--- src/rtl/i2c_chain_pkg.sv ---
package i2c_chain_pkg;

  localparam int NUM_PROBES = 3;
  localparam int REC_CLOCKS = 9;

  typedef enum logic [4:0] {
    S_IDLE, S_R_SCLLO, S_R_SDAREL, S_R_CLKHI, S_R_CLKLO,
    S_R_STA, S_R_STALO, S_R_STOHI, S_R_STOREL,
    S_S_SDALO, S_S_SCLLO, S_W_SDA, S_W_HI, S_W_LO,
    S_A_REL, S_A_HI, S_A_LO, S_D_HI, S_D_LO,
    S_P_SDALO, S_P_HI, S_P_REL, S_DONE
  } seq_state_e;

  // probe order is behaviour: the first acknowledging entry wins
  function automatic logic [7:0] probe_addr(input logic [1:0] idx);
    case (idx)
      2'd0:    return 8'hA4;
      2'd1:    return 8'hA0;
      default: return 8'hA2;
    endcase
  endfunction

  function automatic logic [7:0] read_cmd(input logic [7:0] dev);
    return dev | 8'h01;
  endfunction

endpackage

--- src/rtl/i2c_phase_timer.sv ---
module i2c_phase_timer #(
  parameter int PHASE_W = 8
) (
  input  logic               clk,
  input  logic               rst_n,
  input  logic               kick_i,
  input  logic [PHASE_W-1:0] len_i,
  output logic               expire_o
);
  logic [PHASE_W-1:0] cnt_q;
  logic [PHASE_W-1:0] len_m1;

  assign len_m1   = (len_i == '0) ? '0 : len_i - PHASE_W'(1);
  assign expire_o = (cnt_q == '0);

  always_ff @(posedge clk or negedge rst_n) begin
    if (!rst_n)            cnt_q <= '0;
    else if (kick_i)       cnt_q <= len_m1;
    else if (cnt_q != '0)  cnt_q <= cnt_q - PHASE_W'(1);
  end


  kick_end_chk: assert property (@(posedge clk) disable iff (!rst_n)
    kick_i |-> expire_o);

endmodule

--- src/rtl/i2c_chain_seq.sv ---
module i2c_chain_seq
  import i2c_chain_pkg::*;
#(
  parameter int REC_LIMIT = REC_CLOCKS
) (
  input  logic       clk,
  input  logic       rst_n,
  input  logic       start_i,
  input  logic       sda_i,
  input  logic       expire_i,
  output logic       kick_o,
  output logic       scl_oe_o,
  output logic       sda_oe_o,
  output logic       done_o,
  output logic [1:0] chain_o,
  output logic       no_chain_o,
  output logic       rec_fail_o
);
  localparam int CW = $clog2(REC_LIMIT + 1);

  seq_state_e state_q, state_d;
  logic          scl_q, scl_d, sda_q, sda_d;
  logic [CW-1:0] rec_q, rec_d;
  logic [2:0]    bit_q, bit_d;
  logic [1:0]    idx_q, idx_d, chain_q, chain_d;
  logic          leg_q, leg_d, ack_q, ack_d, noch_q, noch_d, rf_q, rf_d;
  logic [7:0]    sh_q, sh_d;
  logic          cond_step;
  logic          past_ok;

  always_comb begin
    state_d = state_q; scl_d = scl_q; sda_d = sda_q; rec_d = rec_q;
    bit_d = bit_q; idx_d = idx_q; chain_d = chain_q; leg_d = leg_q;
    ack_d = ack_q; noch_d = noch_q; rf_d = rf_q; sh_d = sh_q;
    if (state_q == S_IDLE) begin
      if (start_i) begin
        noch_d = 1'b0; rf_d = 1'b0;
        if (chain_q != 2'd0) state_d = S_DONE;
        else begin
          idx_d = 2'd0; leg_d = 1'b0; scl_d = 1'b1; state_d = S_R_SCLLO;
        end
      end
    end else if (state_q == S_DONE) begin
      scl_d = 1'b0; sda_d = 1'b0; state_d = S_IDLE;
    end else if (expire_i) begin
      case (state_q)
        S_R_SCLLO:  begin sda_d = 1'b0; rec_d = '0; state_d = S_R_SDAREL; end
        S_R_SDAREL: begin scl_d = 1'b0; state_d = S_R_CLKHI; end
        S_R_CLKHI: begin
          if (sda_i) begin sda_d = 1'b1; state_d = S_R_STA; end
          else begin scl_d = 1'b1; rec_d = rec_q + CW'(1); state_d = S_R_CLKLO; end
        end
        S_R_CLKLO: begin
          if (rec_q == CW'(REC_LIMIT)) begin
            if (leg_q) chain_d = 2'd1;
            else       rf_d = 1'b1;
            state_d = S_DONE;
          end else begin scl_d = 1'b0; state_d = S_R_CLKHI; end
        end
        S_R_STA:    begin scl_d = 1'b1; state_d = S_R_STALO; end
        S_R_STALO:  begin scl_d = 1'b0; state_d = S_R_STOHI; end
        S_R_STOHI:  begin sda_d = 1'b0; state_d = S_R_STOREL; end
        S_R_STOREL: begin
          if (leg_q) begin chain_d = 2'd1; state_d = S_DONE; end
          else begin sda_d = 1'b1; state_d = S_S_SDALO; end
        end
        S_S_SDALO:  begin scl_d = 1'b1; state_d = S_S_SCLLO; end
        S_S_SCLLO: begin
          sh_d = read_cmd(probe_addr(idx_q)); bit_d = 3'd0;
          sda_d = ~sh_d[7]; state_d = S_W_SDA;
        end
        S_W_SDA:    begin scl_d = 1'b0; state_d = S_W_HI; end
        S_W_HI:     begin scl_d = 1'b1; state_d = S_W_LO; end
        S_W_LO: begin
          if (bit_q == 3'd7) begin sda_d = 1'b0; state_d = S_A_REL; end
          else begin
            bit_d = bit_q + 3'd1; sh_d = {sh_q[6:0], 1'b0};
            sda_d = ~sh_q[6]; state_d = S_W_SDA;
          end
        end
        S_A_REL:    begin scl_d = 1'b0; state_d = S_A_HI; end
        S_A_HI:     begin ack_d = ~sda_i; scl_d = 1'b1; state_d = S_A_LO; end
        S_A_LO: begin
          if (ack_q) begin bit_d = 3'd0; scl_d = 1'b0; state_d = S_D_HI; end
          else if (idx_q == 2'(NUM_PROBES - 1)) begin noch_d = 1'b1; state_d = S_DONE; end
          else begin idx_d = idx_q + 2'd1; state_d = S_R_SCLLO; end
        end
        S_D_HI:     begin scl_d = 1'b1; state_d = S_D_LO; end
        S_D_LO: begin
          if (bit_q == 3'd7) begin sda_d = 1'b1; state_d = S_P_SDALO; end
          else begin bit_d = bit_q + 3'd1; scl_d = 1'b0; state_d = S_D_HI; end
        end
        S_P_SDALO:  begin scl_d = 1'b0; state_d = S_P_HI; end
        S_P_HI:     begin sda_d = 1'b0; state_d = S_P_REL; end
        S_P_REL: begin
          if (idx_q == 2'd0) begin leg_d = 1'b1; scl_d = 1'b1; state_d = S_R_SCLLO; end
          else begin chain_d = idx_q + 2'd1; state_d = S_DONE; end
        end
        default:    state_d = S_IDLE;
      endcase
    end
  end

  assign kick_o = (state_d != state_q) && (state_d != S_DONE) && (state_d != S_IDLE);

  always_ff @(posedge clk or negedge rst_n) begin
    if (!rst_n) begin
      state_q <= S_IDLE; scl_q <= 1'b0; sda_q <= 1'b0; rec_q <= '0;
      bit_q <= 3'd0; idx_q <= 2'd0; chain_q <= 2'd0; leg_q <= 1'b0;
      ack_q <= 1'b0; noch_q <= 1'b0; rf_q <= 1'b0; sh_q <= 8'd0;
      past_ok <= 1'b0;
    end else begin
      state_q <= state_d; scl_q <= scl_d; sda_q <= sda_d; rec_q <= rec_d;
      bit_q <= bit_d; idx_q <= idx_d; chain_q <= chain_d; leg_q <= leg_d;
      ack_q <= ack_d; noch_q <= noch_d; rf_q <= rf_d; sh_q <= sh_d;
      past_ok <= 1'b1;
    end
  end

  assign scl_oe_o   = scl_q;
  assign sda_oe_o   = sda_q;
  assign done_o     = (state_q == S_DONE);
  assign chain_o    = chain_q;
  assign no_chain_o = noch_q;
  assign rec_fail_o = rf_q;

  // steps allowed to move SDA while SCL is released: START, STOP, idle release
  assign cond_step = (state_q == S_R_STA) || (state_q == S_R_STOREL) ||
                     (state_q == S_S_SDALO) || (state_q == S_P_REL) ||
                     (state_q == S_IDLE);


  bus_cond_chk: assert property (@(posedge clk) disable iff (!rst_n)
    (past_ok && !$stable(sda_q) && !scl_q && !$past(scl_q)) |-> cond_step);


  rec_bound_chk: assert property (@(posedge clk) disable iff (!rst_n)
    rec_q <= CW'(REC_LIMIT));


  no_chain_excl_chk: assert property (@(posedge clk) disable iff (!rst_n)
    done_o |-> !(no_chain_o && (chain_o != 2'd0)) && !(no_chain_o && rec_fail_o));


  cache_hit_chk: assert property (@(posedge clk) disable iff (!rst_n)
    (state_q == S_IDLE && start_i && chain_q != 2'd0) |=>
      (done_o && $stable(scl_q) && $stable(sda_q) && $stable(chain_q)));


  done_pulse_chk: assert property (@(posedge clk) disable iff (!rst_n)
    done_o |=> !done_o);

endmodule

--- src/rtl/i2c_chain_finder.sv ---
module i2c_chain_finder
  import i2c_chain_pkg::*;
#(
  parameter int PHASE_W   = 8,
  parameter int REC_LIMIT = REC_CLOCKS
) (
  input  logic               clk,
  input  logic               rst_n,
  input  logic               start_i,
  input  logic [PHASE_W-1:0] phase_len_i,
  input  logic               sda_i,
  output logic               scl_oe_o,
  output logic               sda_oe_o,
  output logic               done_o,
  output logic [1:0]         chain_type_o,
  output logic               no_chain_o,
  output logic               rec_fail_o
);
  logic kick;
  logic expire;

  i2c_phase_timer #(.PHASE_W(PHASE_W)) u_timer (
    .clk      (clk),
    .rst_n    (rst_n),
    .kick_i   (kick),
    .len_i    (phase_len_i),
    .expire_o (expire)
  );

  i2c_chain_seq #(.REC_LIMIT(REC_LIMIT)) u_seq (
    .clk        (clk),
    .rst_n      (rst_n),
    .start_i    (start_i),
    .sda_i      (sda_i),
    .expire_i   (expire),
    .kick_o     (kick),
    .scl_oe_o   (scl_oe_o),
    .sda_oe_o   (sda_oe_o),
    .done_o     (done_o),
    .chain_o    (chain_type_o),
    .no_chain_o (no_chain_o),
    .rec_fail_o (rec_fail_o)
  );

endmodule

--- config.mk ---
export PLATFORM = sky130hd
export DESIGN_NAME = i2c_chain_finder
export DESIGN_NICKNAME = d
export VERILOG_FILES = /design/src/rtl/i2c_chain_pkg.sv /design/src/rtl/i2c_phase_timer.sv /design/src/rtl/i2c_chain_seq.sv /design/src/rtl/i2c_chain_finder.sv
export SDC_FILE = /design/constraint.sdc
export NUM_CORES = 1
export LEC_CHECK = 0
export BUFFER_PORTS_ARGS = -buffer_cell sky130_fd_sc_hd__buf_2
export CORE_ASPECT_RATIO = 0.75
export CORE_MARGIN = 4
export CORE_UTILIZATION = 25
export CTS_BUF_LIST = sky130_fd_sc_hd__clkbuf_4 sky130_fd_sc_hd__clkbuf_8 sky130_fd_sc_hd__clkbuf_16
export DETAILED_ROUTE_END_ITERATION = 16
export PLACE_DENSITY = 0.4
export SYNTH_ARGS = -nofsm -noshare
export SYNTH_HDL_FRONTEND = slang
export SYNTH_SLANG_ARGS = --single-unit
--- constraint.sdc ---
create_clock -name clk -period 3.8 [get_ports clk]
set_input_delay 0.76 -clock clk [delete_from_list [all_inputs] [get_ports clk]]
set_output_delay 0.76 -clock clk [all_outputs]
set_load 0.02 [all_outputs]
## Word-level counts from Yosys, hierarchy flattened

Cells that the tools add are included.

- Flip-flop bits (word level): 37
- Bits in latches: 0
- RAM bits: 0
- ROM bits: 0
- Bits of input ports: 12
- Output and inout port bits: 7
- Memories: 0

- $add $sub $neg: 5
- Multiply operators: 0
- Div/mod/pow operators: 0
- Magnitude comparators: 0
- Eq/ne operators: 48
- Shift-type cells: 0
- Muxes and demuxes: 77
- Bitwise operators: 5
- Reductions and logical operators: 40

Operators by type and width:

| operator | number |
|---|---|
| case mux 5 bit (21 select lines) | 1 |
| two-way mux 8 bit | 7 |
| two-way mux 5 bit | 10 |
| equality test 5 x 4 -> 1 bit, second input constant | 8 |
| AND reduction 6 bit | 6 |
| equality test 5 bit, second input constant | 7 |
| two-way mux 1 bit | 35 |
| two-way mux 2 bit | 12 |
| nonzero test 2 bit | 12 |
| equality test 5 x 3 -> 1 bit, second input constant | 4 |
| != test 2 bit, second input constant | 9 |
| logical NOT 8 bit | 2 |
| subtractor 8 x 1 -> 8 bit, second input constant | 2 |
| case mux 7 bit (2 select lines) | 1 |
| equality test 5 x 2 -> 1 bit, second input constant | 2 |
| AND reduction 5 bit | 2 |
| OR reduction 5 bit | 2 |
| two-way mux 3 bit | 3 |
| case mux 3 bit (3 select lines) | 1 |
| AND reduction 9 bit | 1 |
| nonzero test 3 bit | 3 |
| nonzero test 9 bit | 1 |
| != test 4 x 3 -> 1 bit, second input constant | 2 |
| != test 4 bit, second input constant | 2 |
| other kinds (32) | 40 |

## Depth between registers and ports, before layout

Gate-level depths: netlist of the first run.

- Depth in word-level cells: 11
- Mapped depth: 11
- Mapped depth without buffers: 10

## Modules after synthesis

From an unflattened synthesis of the first run, not the netlist that was laid out.

- Cell total of the unflattened synthesis: 388
- Area, all modules: 3225.6 µm²

By module, submodules not included:

| module | times used | cells an instance | area an instance (µm²) | sequential area each (µm²) |
|---|---|---|---|---|
| i2c_chain_seq | 1 | 322 | 2593.7 | 725.7 |
| i2c_phase_timer | 1 | 66 | 631.9 | 200.2 |

## Worst setup path before layout of the first run

No wires, ideal clock.

- Kind: register to register
- Start: register u_timer.cnt_q[0]
- End: register u_timer.cnt_q[0]
- Setup time: 125 ps
- Arrival: 2721 ps
- Required time: 3675 ps
- Slack: 954 ps
- Stages on the path, launching flop included: 11
- Path buffers: 1
- Period minus slack after synthesis: 2846 ps
- Cell sequence: dfrtp_1 inv_1 ha_1 or4b_4 nor2b_2 buf_4 nor2_1 a211o_1 o31a_1 a21oi_4 mux2_4

- Cells in the longest elaborated chain, start to end: 8
- Elaborated cells between the ends (all ways): 14

Ends and longest elaborated chain:

| item | line | source |
|---|---|---|
| start, declared | i2c_phase_timer.sv:10 | `logic [PHASE_W-1:0] cnt_q;` |
| start signal, assigned | i2c_phase_timer.sv:18 | `else if (kick_i) cnt_q <= len_m1;` |
| start signal, assigned | i2c_phase_timer.sv:19 | `else if (cnt_q != '0) cnt_q <= cnt_q - PHASE_W'(1);` |
| logical NOT 8 bit (*) | i2c_phase_timer.sv:14 | `assign expire_o = (cnt_q == '0);` |
| two-way mux 5 bit (*) | i2c_chain_seq.sv:45 | `end else if (expire_i) begin` |
| two-way mux 5 bit (*) | i2c_chain_seq.sv:43 | `end else if (state_q == S_DONE) begin` |
| two-way mux 5 bit (*) | i2c_chain_seq.sv:35 | `if (state_q == S_IDLE) begin` |
| named net u_seq.state_d[1] | i2c_chain_seq.sv:21 | `seq_state_e state_q, state_d;` |
| != test 5 bit | i2c_chain_seq.sv:104 | `assign kick_o = (state_d != state_q) && (state_d != S_DONE) && (state_d != S_IDLE);` |
| logical AND 1 bit | i2c_chain_seq.sv:104 |  |
| logical AND 1 bit (*) | i2c_chain_seq.sv:104 |  |
| two-way mux 8 bit / nonzero test 2 bit (equally long branches) | n/a |  |

The timed path passes the listed nets; every way through them passes the cells marked *. The select of a mux whose other input is x is not followed.
A chain may end at the register's enable or synchronous reset.

## Final worst setup path of the first run

- Start: register u_seq.state_q[4]
- End: register u_timer.cnt_q[3]

- Cells in the longest elaborated chain, start to end: 9
- Elaborated cells between the ends (all ways): 35

Ends and longest elaborated chain:

| item | line | source |
|---|---|---|
| start, declared | i2c_chain_seq.sv:21 |  |
| start signal, assigned | i2c_chain_seq.sv:108 | `state_q <= S_IDLE; scl_q <= 1'b0; sda_q <= 1'b0; rec_q <= '0;` |
| start signal, assigned | i2c_chain_seq.sv:113 | `state_q <= state_d; scl_q <= scl_d; sda_q <= sda_d; rec_q <= rec_d;` |
| equality test 5 bit (tied with other cells) | n/a |  |
| case mux 5 bit (21 select lines) | i2c_chain_seq.sv:46 | `case (state_q)` |
| two-way mux 5 bit | i2c_chain_seq.sv:45 |  |
| two-way mux 5 bit | i2c_chain_seq.sv:43 |  |
| two-way mux 5 bit (*) | i2c_chain_seq.sv:35 |  |
| named net u_seq.state_d[1] | i2c_chain_seq.sv:21 |  |
| != test 5 bit | i2c_chain_seq.sv:104 |  |
| logical AND 1 bit | i2c_chain_seq.sv:104 |  |
| logical AND 1 bit (*) | i2c_chain_seq.sv:104 |  |
| two-way mux 8 bit / nonzero test 2 bit (equally long branches) | n/a |  |

The timed path passes the listed nets; every way through them passes the cells marked *.

==> results_dict.tcl, run 1 <==
set metrics [dict create \
    status "completed" \
    area_growth_pct 13.8 \
    ys_ff_latch 37 \
    power_density_nw_per_um2 527 \
    antenna_found_initial 0 \
    worstSetupStartpoint "u_seq.state_q[4]" \
    leakage_uw 0.00136 \
    drc 0 \
    port_buffers 18 \
    layout_min_cycle_time_ns 3.16 \
    r2r_slack_ns 0.64 \
    synth_ff_type "dfrtp_1" \
    hold_class "flop to flop" \
    die_h_um 99.6 \
    setup_viol 0 \
    slew_headroom 0.433 \
    fmax_ghz 0.317 \
    worstReg2RegEnd "u_timer.cnt_q[3]" \
    syn_nets 372 \
    grt_pass1_vias 2654 \
    clkTransAtPathRegs_ns 0.06 \
    crit_type "flop to flop" \
    fin_tns_setup_ns 0 \
    cts-htree-levels 2 \
    drt-total-wl_um 8130 \
    clock_latency_ns 0.28 \
    synth_mux_area_frac 0.0546 \
    numCtsBuffers 5 \
    dieWidth_um 130 \
    layout.nets 387 \
    start_util 0.255 \
    clock_path_buffers 2 \
    path_max_fanout 18 \
    core-area_um2 10900 \
    worst_setup_path_end_kind "flop" \
    ctsResizeCount 0 \
    synthArstFlopShare 1.00 \
    dp.cells 498 \
    start_kind "flop" \
    synthAdderAreaFrac 0.0448 \
    grt_first_pass_wirelength_um 14000 \
    synth-seq-area-share 0.331 \
    grt-ovfl-total 0 \
    highest-signal-layer "met4" \
    synth_area_um2 2790 \
    synth_top_family_by_area "simple AND/OR/NAND/NOR gates" \
    drv_slew 0 \
    critPathCapture "u_timer.cnt_q[3]" \
    max_cap_viol_count 0 \
    final_hold_viol_count 0 \
    drive_above_1_share 0.123 \
    drt_iter0_markers 250 \
    place.gp.congestion 0.865 \
    hold_buffers 0 \
    rows 33 \
    vias 2687 \
    synthXorXnorAreaFrac 0.0188 \
    rr_startpoint "u_seq.state_q[4]" \
    synth_cell_types 58 \
    fin_cells 506 \
    wl_met2_um 3410 \
    cts-root-buf "clkbuf_16" \
    wl_met1_um 4140 \
    fillers 1162 \
    synth_compound_area_frac 0.237 \
    finalCritPeriodShare 0.831 \
    globalRouteTotalUtil 0.135 \
    detail_route.wl_per_cell_um 16.1 \
    finalClockSkew_ns 0.00711 \
    wl_met3_um 541 \
    boundaryPins 19 \
    cp.arrival_ns 3.33 \
    synth-simple-area-share 0.263 \
    die_area_um2 12900 \
    ir_worst_vdd_mv 0.188 \
    drt_first_pass_iters 6 \
    post-cts-setup-buffer-count 0 \
    netlist_instances 350 \
    cts_tree "done" \
    synth-edff-count 0 \
    ff2ff_path_depth 8 \
    synth.avg_cell_area_um2 7.98 \
    drtAntennaViolNets 0 \
    ys_warn_count 0 \
    worst_slew_pin_slew_ns 0.850 \
    place_hpwl_um 6180 \
    antenna_cells 0 \
    cts_sinks 37 \
    min_path_cells 2 \
    grt_setup_unrepaired "no" \
    grt_max_degree 38 \
    crit_required_ns 3.97 \
    vias_per_cell 5.31 \
]
==> cell type report <==
class	instances	area, µm²	share of cell area
clock buffer	6	133	0.0417
clock inverter	2	10.0	0.00315
multi-input combinational	279	1730	0.544
timing repair buffer	25	143	0.0449
inverter	17	63.8	0.0201
tap	140	175	0.0551
sequential	37	926	0.291
==> synthesized netlist by cell type (3+ instances only) <==
| master | instances | share of area |
|---|---|---|
| a211o_1 | 3 | 0.0094 |
| a21o_1 | 3 | 0.0081 |
| a21oi_1 | 24 | 0.043 |
| a22o_1 | 3 | 0.0094 |
| a22oi_1 | 3 | 0.0081 |
| a31oi_1 | 4 | 0.0090 |
| and2_1 | 4 | 0.0090 |
| and3_1 | 3 | 0.0067 |
| clkbuf_1 | 14 | 0.019 |
| dfrtp_1 | 37 | 0.33 |
| ha_1 | 10 | 0.045 |
| inv_1 | 16 | 0.021 |
| mux2i_1 | 10 | 0.036 |
| nand2_1 | 41 | 0.055 |
| nand2b_1 | 8 | 0.018 |
| nand3_1 | 18 | 0.032 |
| nor2_1 | 38 | 0.051 |
| nor2b_1 | 6 | 0.013 |
| nor3_1 | 15 | 0.027 |
| nor4_1 | 3 | 0.0067 |
| o211ai_1 | 3 | 0.0081 |
| o21a_1 | 3 | 0.0081 |
| o21ai_0 | 22 | 0.039 |
| o22ai_1 | 7 | 0.016 |
| o31ai_1 | 6 | 0.016 |
| xor2_1 | 4 | 0.013 |
==> routing by layer <==
metal  GRT usage  vias to the layer above
met5           0                        -
met4      0.0192                        0
met3      0.0424                        4
met2       0.194                       86
met1       0.201                     1303
li1            -                     1294
==> cell usage in the layout (no fill, tap or decap), types with 3 or more instances in the layout <==
cell	netlist	final
o21a_1	3	3
inv_1	16	16
a31oi_1	4	4
clkbuf_16	0	5
xor2_1	4	4
nor2_1	38	38
buf_4	1	7
o211ai_1	3	3
and2_1	4	4
mux2i_1	10	10
dfrtp_1	37	37
o22ai_1	7	7
a22o_1	3	3
nand2b_1	8	8
ha_1	10	10
nor4_1	3	3
and3_1	3	3
o31ai_1	6	6
a211o_1	3	3
nand2_1	41	41
a21oi_1	24	24
nor2b_1	6	6
a22oi_1	3	3
buf_2	0	18
a21o_1	3	3
nor3_1	15	15
nand3_1	18	18
o21ai_0	22	22
==> report_power, final <==
part           switching [µW]  internal (µW)
logic                     420            284
clock network             163            248
registers                97.9            464
==> per-stage QoR <==
stage / power, µW / utilization / hold WS, ns / setup slack, ns / instance area, µm²
after global placement: 1270 / 0.278 / 0.478 / 0.727 / 3040
after detailed placement: 1260 / 0.278 / 0.482 / 0.685 / 3040
after floorplan: 1070 / - / 0.454 / 0.954 / 2790
final: 1680 / 0.291 / 0.496 / 0.642 / 3180
after global routing: 1810 / 0.291 / 0.516 / 0.517 / 3180
after CTS: 1690 / 0.291 / 0.499 / 0.675 / 3180
==> flip-flops by register name, summed over array words and instances (netlist names) <==
| name | flops |
|---|---|
| u_seq.state_q | 5 |
| u_seq.rec_q | 4 |
| u_seq.sh_q | 7 |
| u_timer.cnt_q | 8 |
| u_seq.leg_q | 1 |
| u_seq.sda_oe_o | 1 |
| u_seq.ack_q | 1 |
| u_seq.rec_fail_o | 1 |
| u_seq.no_chain_o | 1 |
| u_seq.idx_q | 2 |
| u_seq.bit_q | 3 |
| u_seq.chain_o | 2 |
| u_seq.scl_oe_o | 1 |
==> worst min-delay path by stage <==
stage | startpoint | to | slack, ns
4_1_cts | u_seq.bit_q[1] | u_seq.bit_q[1] | 0.50
6_report | u_seq.rec_fail_o | u_seq.rec_fail_o | 0.50
2_1_floorplan | u_seq.bit_q[1] | u_seq.bit_q[1] | 0.45
3_5_place_dp | u_seq.bit_q[1] | u_seq.bit_q[1] | 0.48
5_1_grt | u_seq.sh_q[5] | u_seq.sh_q[5] | 0.52
3_3_place_gp | u_seq.bit_q[1] | u_seq.bit_q[1] | 0.48
==> cells by family (layout without fill, tap and decap cells) <==
group	count (synthesis)	after routing
XOR/XNOR	6	6
AO/OA/AOI/OAI	98	98
buffers and inverters	34	50
multiplexers	14	14
flip-flops	37	37
adder cells (fa/ha/maj)	10	10
AND/OR/NAND/NOR	151	151
==> worst max-delay path, stage by stage, from the launching register on <==
cell,delay [ns]
dfrtp_1,0.62
or3_4,0.50
a211oi_4,0.36
nand4b_1,0.20
a31oi_1,0.06
a211o_1,0.27
o31a_1,0.35
a21oi_4,0.36
mux2_4,0.33
Power figures use the tool's default switching activity.
==> run 2: changes to the inputs <==
--- a/config.mk
+++ b/config.mk
@@ -11,7 +11,7 @@
 export CORE_UTILIZATION = 25
 export CTS_BUF_LIST = sky130_fd_sc_hd__clkbuf_4 sky130_fd_sc_hd__clkbuf_8 sky130_fd_sc_hd__clkbuf_16
 export DETAILED_ROUTE_END_ITERATION = 16
-export PLACE_DENSITY = 0.4
+export PLACE_DENSITY = 0.41
 export SYNTH_ARGS = -nofsm -noshare
 export SYNTH_HDL_FRONTEND = slang
 export SYNTH_SLANG_ARGS = --single-unit
==> constraint.sdc (replaced) <==
create_clock -name clk -period 2.5 [get_ports clk]
set_input_delay 0.5 -clock clk [delete_from_list [all_inputs] [get_ports clk]]
set_output_delay 0.5 -clock clk [all_outputs]
set_load 0.02 [all_outputs]
==> results_dict.tcl, run 2 (synthesis gave the netlist of run 1 again) <==
set metrics [dict create \
    status "finished with violations" \
    violations "setup timing" \
    antenna_cells 0 \
    drt-total-wl_um 9050 \
    numCtsBuffers 5 \
    grt-ovfl-total 0 \
    rr_startpoint "u_seq.state_q[2]" \
    grt_setup_unrepaired "yes" \
    cts_sinks 37 \
    dieWidth_um 130 \
    drv_slew 0 \
    layout_min_cycle_time_ns 2.59 \
    max_cap_viol_count 0 \
    drt_first_pass_iters 5 \
    setup_viol 8 \
    cts-root-buf "clkbuf_16" \
    detail_route.wl_per_cell_um 15.6 \
    grt_pass1_vias 2857 \
    slew_headroom 0.424 \
    cpMostUsedCell "buf_4" \
    crit_type "flop to flop" \
    fmax_ghz 0.386 \
    seq_area_um2 927 \
    place.gp.congestion 0.982 \
    start_kind "flop" \
    rows 33 \
    worst_slew_pin_slew_ns 0.864 \
    area_growth_pct 37.7 \
    worst_setup_path_end_kind "flop" \
    clock_path_buffers 2 \
    antenna_found_initial 0 \
    cts_tree "done" \
    worstReg2RegEnd "u_timer.cnt_q[0]" \
    drive_above_1_share 0.305 \
    cp.arrival_ns 2.76 \
    clock_latency_ns 0.29 \
    largest_register "u_timer.cnt_q" \
    ir_worst_vdd_mv 0.348 \
    core-area_um2 10900 \
    port_buffers 18 \
    finalCritPeriodShare 1.04 \
    largest_register_ffs 8 \
    globalRouteTotalUtil 0.145 \
    multi_input_area_um2 1810 \
    cp_cell_sequence "buf_4 -> and2_2 -> a31oi_2 -> o22a_1 -> a41oi_2 -> buf_4 -> a21o_1 -> o31a_1 -> a21oi_4 -> mux2_4" \
    power_density_nw_per_um2 783 \
    boundaryPins 19 \
    reg.largest.list "u_timer.cnt_q (8), u_seq.sh_q (7), u_seq.state_q (5)" \
    crit_slowest_cell "dfrtp_2" \
    vias 2867 \
    fillers 1132 \
    hold_buffers 0 \
    grt_max_degree 38 \
    start_util 0.255 \
    drt_iter0_markers 206 \
    cts-htree-levels 2 \
    cp_slowest_stage_delay_ns 0.43 \
    path_max_fanout 6 \
    layout.nets 461 \
    ff2ff_path_depth 10 \
    place_hpwl_um 7050 \
    drc 0 \
    drtAntennaViolNets 0 \
    vias_per_cell 4.94 \
    r2r_slack_ns -0.09 \
    worst_slack_ns -0.0894 \
    final_cell_mix "buf_4 (77), nand2_1 (41), dfrtp_1 (36)" \
    die_area_um2 12900 \
    crit_required_ns 2.67 \
    dp.cells 564 \
    final_hold_viol_count 0 \
    grt_first_pass_wirelength_um 15100 \
    dp_slack_ns -0.231 \
    whs_ns 0.329 \
    utilization 0.352 \
    die_h_um 99.6 \
    hold_class "input pin to async pin" \
    leakage_uw 0.00174 \
    clkTransAtPathRegs_ns 0.06 \
    final_common_cell "buf_4" \
    finalClockSkew_ns 0.00490 \
    fin_cells 580 \
]
run 2: metrics by stage:
step | TNS (ns) | area, µm² | total power, µW
floorplan | -0.489 | 2820 | 1640
global placement | -0.970 | 3580 | 2290
detailed placement | -1.67 | 3580 | 2280
CTS | -0.704 | 3800 | 2970
global route | -1.82 | 3850 | 3210
finish | -0.595 | 3850 | 3010
run 2: area by class of cell:
class | count | area share
clock buffers | 6 | 0.0345
clock inverters | 2 | 0.00260
inverters | 17 | 0.0166
multi-input cells | 279 | 0.470
flip-flops and latches | 37 | 0.241
well taps | 140 | 0.0455
repair buffers | 99 | 0.190
run 2: timing repair:
action,4_1_cts,5_1_grt
pin swaps,1,4
setup endpoints to repair,8,17
buffers inserted,7,1
gates resized for setup,6,10
run 2: worst max-delay path by stage:
stage	startpoint	cells past startpoint	endpoint	slack (ns)
finish	u_seq.state_q[2]	10	u_timer.cnt_q[0]	-0.09
global route	u_timer.cnt_q[1]	11	u_timer.cnt_q[2]	-0.24
CTS	u_timer.cnt_q[1]	11	u_timer.cnt_q[5]	-0.10
detailed placement	u_timer.cnt_q[1]	11	u_timer.cnt_q[5]	-0.23
global placement	u_timer.cnt_q[1]	11	u_timer.cnt_q[7]	-0.13
floorplan	u_timer.cnt_q[0]	10	u_timer.cnt_q[0]	-0.18
run 2: worst max-delay path, delay by kind of cell (launching register included):
family / cells / cell delay, ns
AO/OA/AOI/OAI: 6 / 1.15
buffers and inverters: 2 / 0.33
flip-flops: 1 / 0.43
multiplexers: 1 / 0.31
AND/OR/NAND/NOR: 1 / 0.25
run 2: metal layers:
metal	track usage	routed length [µm]	part of all wire
met3	0.0327	466	0.052
met1	0.229	4860	0.54
met5	0	0	0
met4	0.0224	54	0.0060
met2	0.203	3670	0.41
run 2: power by group:
group / leakage, µW / switching [µW] / internal (µW)
Combinational: 0.00119 / 826 / 752
Sequential: 0.000477 / 86.2 / 706
Clock: 0.0000740 / 265 / 378
